<file path="src/rtl/brd_irq_pkg.sv">
package brd_irq_pkg;

    localparam int DATA_W = 16;
    localparam int ADDR_W = 4;

    typedef logic [DATA_W-1:0] word_t;
    typedef logic [ADDR_W-1:0] addr_t;

    typedef enum logic [ADDR_W-1:0] {
        RA_ID0  = 4'd0,
        RA_ID1  = 4'd1,
        RA_ID2  = 4'd2,
        RA_VER  = 4'd3,
        RA_STAT = 4'd4,
        RA_MASK = 4'd5,
        RA_CLR  = 4'd6,
        RA_PEND = 4'd7
    } reg_addr_e;

    localparam word_t ID_WORD0 = 16'hAAAA;
    localparam word_t ID_WORD1 = 16'h5555;
    localparam word_t ID_WORD2 = 16'hCAFE;

    typedef struct packed {
        logic  mask_we;
        logic  clr_we;
        word_t wdata;
    } wr_ctl_t;

    function automatic word_t id_word(input int idx);
        case (idx)
            0:       return ID_WORD0;
            1:       return ID_WORD1;
            default: return ID_WORD2;
        endcase
    endfunction

    function automatic wr_ctl_t decode_write(input logic wr, input addr_t addr, input word_t wd);
        wr_ctl_t c;
        c.mask_we = wr && (addr == RA_MASK);
        c.clr_we  = wr && (addr == RA_CLR);
        c.wdata   = wd;
        return c;
    endfunction

endpackage

</file>
<file path="src/rtl/brd_irq_status.sv">
module brd_irq_status
    import brd_irq_pkg::*;
#(
    parameter int N_SRC = 16
) (
    input  logic             clk,
    input  logic             rst,
    input  logic [N_SRC-1:0] src_in,
    input  wr_ctl_t          wctl,
    output logic [N_SRC-1:0] status_q,
    output logic [N_SRC-1:0] clr_q
);

    always_ff @(posedge clk) begin
        if (rst) begin
            clr_q <= '0;
        end else if (wctl.clr_we) begin
            clr_q <= wctl.wdata[N_SRC-1:0];
        end
    end

    for (genvar b = 0; b < N_SRC; b++) begin : g_bit
        always_ff @(posedge clk) begin
            if (rst) begin
                status_q[b] <= 1'b0;
            end else if (clr_q[b]) begin
                status_q[b] <= 1'b0;
            end else if (src_in[b]) begin
                status_q[b] <= 1'b1;
            end
        end
    end

    assert_clear_wins_R4: assert property (@(posedge clk) disable iff (rst)
        (clr_q != '0) |=> ((status_q & $past(clr_q)) == '0));

    assert_sticky_R3: assert property (@(posedge clk) disable iff (rst)
        1'b1 |=> ((status_q & $past(status_q & ~clr_q)) == $past(status_q & ~clr_q)));

endmodule

</file>
<file path="src/rtl/brd_irq_mask.sv">
module brd_irq_mask
    import brd_irq_pkg::*;
#(
    parameter int N_SRC = 16
) (
    input  logic             clk,
    input  logic             rst,
    input  wr_ctl_t          wctl,
    input  logic [N_SRC-1:0] status,
    output logic [N_SRC-1:0] mask_q,
    output logic [N_SRC-1:0] pend,
    output logic             irq_n
);

    always_ff @(posedge clk) begin
        if (rst) begin
            mask_q <= '0;
        end else if (wctl.mask_we) begin
            mask_q <= wctl.wdata[N_SRC-1:0];
        end
    end

    always_comb begin
        pend  = status & ~mask_q;
        irq_n = (pend == '0);
    end

    assert_full_mask_quiet_R5: assert property (@(posedge clk) disable iff (rst)
        (mask_q == '1) |-> irq_n);

endmodule

</file>
<file path="src/rtl/brd_irq_rdport.sv">
module brd_irq_rdport
    import brd_irq_pkg::*;
#(
    parameter int    N_SRC    = 16,
    parameter word_t CODE_VER = 16'h0103
) (
    input  logic             clk,
    input  logic             rst,
    input  logic             rd,
    input  addr_t            addr,
    input  logic [N_SRC-1:0] status,
    input  logic [N_SRC-1:0] mask,
    input  logic [N_SRC-1:0] clr,
    input  logic [N_SRC-1:0] pend,
    output word_t            rdata
);

    localparam int N_ID = 3;

    function automatic word_t widen(input logic [N_SRC-1:0] v);
        word_t w;
        w = '0;
        w[N_SRC-1:0] = v;
        return w;
    endfunction

    word_t id_tab [N_ID];
    word_t sel;

    for (genvar i = 0; i < N_ID; i++) begin : g_id
        assign id_tab[i] = id_word(i);
    end

    always_comb begin
        case (addr)
            RA_ID0:  sel = id_tab[0];
            RA_ID1:  sel = id_tab[1];
            RA_ID2:  sel = id_tab[2];
            RA_VER:  sel = CODE_VER;
            RA_STAT: sel = widen(status);
            RA_MASK: sel = widen(mask);
            RA_CLR:  sel = widen(clr);
            RA_PEND: sel = widen(pend);
            default: sel = '0;
        endcase
    end

    always_ff @(posedge clk) begin
        if (rst) begin
            rdata <= '0;
        end else begin
            rdata <= rd ? sel : '0;
        end
    end

    assert_id0_read_R1: assert property (@(posedge clk) disable iff (rst)
        (rd && addr == RA_ID0) |=> (rdata == ID_WORD0));

    assert_idle_zero_R8: assert property (@(posedge clk) disable iff (rst)
        (!rd) |=> (rdata == '0));

endmodule

</file>
<file path="src/rtl/brd_irq_expander.sv">
module brd_irq_expander
    import brd_irq_pkg::*;
#(
    parameter int    N_SRC    = 16,
    parameter word_t CODE_VER = 16'h0103
) (
    input  logic             clk,
    input  logic             rst,
    input  logic [N_SRC-1:0] src_in,
    input  logic [3:0]       bus_addr,
    input  logic             bus_rd,
    input  logic             bus_wr,
    input  logic [15:0]      bus_wdata,
    output logic [15:0]      bus_rdata,
    output logic             irq_n
);

    wr_ctl_t          wctl;
    logic [N_SRC-1:0] status_w;
    logic [N_SRC-1:0] clr_w;
    logic [N_SRC-1:0] mask_w;
    logic [N_SRC-1:0] pend_w;

    assign wctl = decode_write(bus_wr, bus_addr, bus_wdata);

    brd_irq_status #(.N_SRC(N_SRC)) u_status (
        .clk      (clk),
        .rst      (rst),
        .src_in   (src_in),
        .wctl     (wctl),
        .status_q (status_w),
        .clr_q    (clr_w)
    );

    brd_irq_mask #(.N_SRC(N_SRC)) u_mask (
        .clk    (clk),
        .rst    (rst),
        .wctl   (wctl),
        .status (status_w),
        .mask_q (mask_w),
        .pend   (pend_w),
        .irq_n  (irq_n)
    );

    brd_irq_rdport #(.N_SRC(N_SRC), .CODE_VER(CODE_VER)) u_rdport (
        .clk    (clk),
        .rst    (rst),
        .rd     (bus_rd),
        .addr   (bus_addr),
        .status (status_w),
        .mask   (mask_w),
        .clr    (clr_w),
        .pend   (pend_w),
        .rdata  (bus_rdata)
    );

    assert_irq_follows_pending_R6: assert property (@(posedge clk) disable iff (rst)
        ((status_w & ~mask_w) != '0) |-> !irq_n);

    assert_masked_still_latch_R10: assert property (@(posedge clk) disable iff (rst)
        (src_in[0] && mask_w[0] && !clr_w[0]) |=> status_w[0]);

endmodule

</file>
<file path="config.mk">
export PLATFORM = sky130hd
export DESIGN_NAME = brd_irq_expander
export DESIGN_NICKNAME = d
export VERILOG_FILES = /design/src/rtl/brd_irq_pkg.sv /design/src/rtl/brd_irq_status.sv /design/src/rtl/brd_irq_mask.sv /design/src/rtl/brd_irq_rdport.sv /design/src/rtl/brd_irq_expander.sv
export SDC_FILE = /design/constraint.sdc
export NUM_CORES = 1
export LEC_CHECK = 0
export ABC_AREA = 1
export BUFFER_PORTS_ARGS = -buffer_cell sky130_fd_sc_hd__buf_4
export CAP_MARGIN = 20
export CORE_MARGIN = 5
export CORE_UTILIZATION = 56
export DETAILED_ROUTE_END_ITERATION = 16
export GPL_ROUTABILITY_DRIVEN = 1
export PLACE_DENSITY = 0.79
export REMOVE_ABC_BUFFERS = 1
export SYNTH_ARGS = -nofsm -noshare
export SYNTH_HDL_FRONTEND = slang
export SYNTH_HIERARCHICAL = 1
export SYNTH_SLANG_ARGS = --single-unit
export TNS_END_PERCENT = 50
</file>
<file path="constraint.sdc">
create_clock -name clk -period 1.55 [get_ports clk]
set_input_delay 0.3875 -clock clk [delete_from_list [all_inputs] [get_ports clk]]
set_output_delay 0.3875 -clock clk [all_outputs]
set_load 0.05 [all_outputs]
</file>
==> summary.txt <==
Outcome
  – Run status: complete, but fails checks
  – Failing checks: negative setup slack

Finish
  – Commonest non-fill, non-tap cell in the layout: nand2_1
  – Layout fillers: around 400
  – Nets@finish: between 500 and 600
  – Share of cells above drive strength 1: 38.8%
  – Final Instance Count excl. Fillers: about 620
  – Area taken by multi-input logic gates: about 1600 um^2
  – Layout area overhead: 31.1%
  – Most frequent cells in the layout: 95 x nand2_1, 86 x nor2_1, 86 x buf_4
  – Ant diodes: 0
  – Reg area: roughly 1300 um^2

Yosys
  – Seq cells post-synth: 64
  – Top cell type by total area after synthesis: dfxtp_1
  – Syn avg cell area: roughly 7.0 um^2
  – Main flop type after synthesis: dfxtp_1
  – Mapped Area: 3190 um^2
  – Count of cell types in the netlist: 21
  – Top cells by area, synth: dfxtp_1 40%, nand2_1 13%, nor2_1 11%
  – Yosys warning total: 6
  – EDFF count, synth: 0
  – Post-synth top area share: 40.2%
  – Mapped Cells: 452
  – FFs w/ async S/R, synth: 0%
  – Post-synthesis sequential area ratio: 40.2%

Route
  – WL/cell: ~15 um
  – Final WL: between 9000 and 10000 um
  – Via/cell ratio: between 5 and 6
  – Drt drc: 0
  – Remaining antenna violation count: 0
  – Number of DRC markers in iteration 0: 229
  – Vias: between 3000 and 4000
  – 1st-pass router iterations: 5

Floorplanning
  – DIE WIDTH: about 85 um
  – Initial core utilization: ~58%
  – Chip height: 85.4 um
  – Die ar.: about 7300 um^2
  – IO Pins: 57
  – Row count: 27
  – Core area: between 5000 and 6000 um^2

Placement
  – IO Port Bufs: 56
  – Gpl congestion: just under 0.9
  – DP HPWL: between 5000 and 6000 um
  – Inst Count DP: around 570

CTS
  – CTS clk-pin slew, worst paths: 0.07 ns
  – Root Buffer: clkbuf_8
  – CTS H-tree lvls: 3
  – # hold bufs at CTS: 0
  – Clock tree buffer depth: 2
  – CTS tree: built
  – Clk Latency, worst-skew pair: 0.35 ns
  – Num CTS Buffers: 9
  – Clock sinks: 64

Timing
  – F_max: roughly 570 MHz
  – Hold WS: between 0.2 and 0.25 ns
  – Slew margin rel.: 53.8%
  – Final setup violation count: 4
  – Slew @ Worst Pin: slightly below 0.7 ns
  – Clk_skew: 0.00318 ns
  – Setup slack after layout: -0.197 ns
  – RSZ-0062 raised after global routing: true
  – Crit share post-route: 113%
  – Final hold violation count: 0
  – Final min period: 1.75 ns
  – Max-slew violations: 0

Worst setup path
  – CP Cell Sequence: inv_2, nand2_2, nand2_1, nor2_2, nand2_1, nor2_2, buf_6
  – CP Launch Type: register
  – Largest fanout on the critical path: 2
  – Worst path required time: roughly 1.2 ns
  – Crit-path max cell delay: around 0.33 ns
  – Kind of critical path: register to output pin
  – Worst Path Arrival: between 1 and 1.5 ns
  – Critical Path Sink Type: output pin
  – R2R cell count: 14
  – CP max stage cell: dfxtp_2

Global routing
  – Initial antenna violation count: 0
  – First-pass GRT wire length: 15200 um
  – Total gr overflow: 0
  – Largest net degree at the start of global routing: 35
  – Vias in the first global route: approximately 3200
  – Total Routing Usage GR: around 27%

Power
  – Leak: a little over 2 nW
  – Max IR drop VDD: 699 uV
  – Power per cell area: slightly above 900 nW/um^2

Worst hold path
  – Type of the tightest min-delay check: input pin to register
  – Worst Hold Depth: 2

Run
  – Max-capacitance violation count: 0
==> sequential cells by signal, indices dropped and copies added, names as in the netlist <==
register	cells
u_rdport/rdata	16
u_status/clr_q	16
u_mask/mask_q	16
u_status/status_q	16
==> repair_timing <==
action	in CTS	in global routing
setup buffers	31	2
pin swaps	16	5
gates resized for setup	51	13
setup endpoints to repair	1	5
==> path summary, 6_finish.rpt <==
kind / endpoint / startpoint / slack, ns
setup / recovery: irq_n / u_mask/mask_q[10]$_SDFFE_PP0P_ / -0.20
hold / removal: u_status/status_q[3]$_SDFFE_PP0P_ / src_in[3] / 0.23
setup reg to reg: u_rdport/rdata[13]$_SDFF_PP0_ / u_mask/mask_q[13]$_SDFFE_PP0P_ / -0.11
hold reg to reg: u_mask/mask_q[2]$_SDFFE_PP0P_ / u_mask/mask_q[2]$_SDFFE_PP0P_ / 0.47
==> metrics by stage <==
| stage | area (um^2) | TNS [ns] | total power [mW] | utilization, % | worst slack (ns) |
|---|---|---|---|---|---|
| 3_5_place_dp | 3640 | -0.0171 | 2.27 | 66.1 | -0.0110 |
| 3_3_place_gp | 3640 | 0 | 2.26 | 66.1 | 0.0245 |
| 2_1_floorplan | 3040 | -4.57 | 2.05 | - | -0.290 |
| 5_1_grt | 4180 | -0.904 | 4.03 | 75.8 | -0.272 |
| 6_report | 4180 | -0.472 | 3.88 | 75.8 | -0.197 |
| 4_1_cts | 4150 | -0.407 | 3.86 | 75.4 | -0.184 |
==> final cells by class <==
cell class | count | share of cell area, %
Sequential cell | 64 | 31.3
Timing Repair Buffer | 95 | 18.3
Clock buffer | 12 | 3.95
Tap cell | 72 | 2.16
Clock inverter | 3 | 0.959
Inverter | 60 | 5.51
Multi-Input combinational cell | 312 | 37.8
==> cell families after synthesis <==
| kind of cell | after synthesis | synth area share (%) |
|---|---|---|
| AO/OA/AOI/OAI | 33 | 9.43 |
| buffers and inverters | 76 | 11.9 |
| flip-flops | 64 | 40.2 |
| AND/OR/NAND/NOR | 279 | 38.4 |
==> layer usage <==
layer  share of wire [%]  GRT usage, %  vias up  routed length, um
li1                    -             -     1583                  -
met3                 7.6          5.24       25                689
met4                 3.3          15.4        0                294
met2                  50          45.3      150               4480
met5                   0             0        -                  0
met1                  40          31.3     1416               3570
==> worst max-delay path: cells and delay by family, from the launching register on <==
| kind | cells | cell delay, ns |
|---|---|---|
| buffers and inverters | 2 | 0.22 |
| DFF | 1 | 0.33 |
| and+or+nand+nor | 5 | 0.45 |
==> report_power, final <==
group	total, mW	internal [mW]	switching [mW]
Combinational	0.620	0.283	0.336
Sequential	1.76	1.71	0.0495
Clock	1.50	0.860	0.644
==> synth_stat cells (3+ instances only) <==
cell type	n
nor2_4	4
inv_1	54
inv_2	5
nand2_2	3
nor2_2	18
nor2_1	90
nand2_1	110
a211oi_1	5
nand3_1	51
buf_6	11
o21a_1	16
a211oi_2	11
dfxtp_1	64
buf_2	3
No activity file was read; power rests on OpenSTA's default activity.
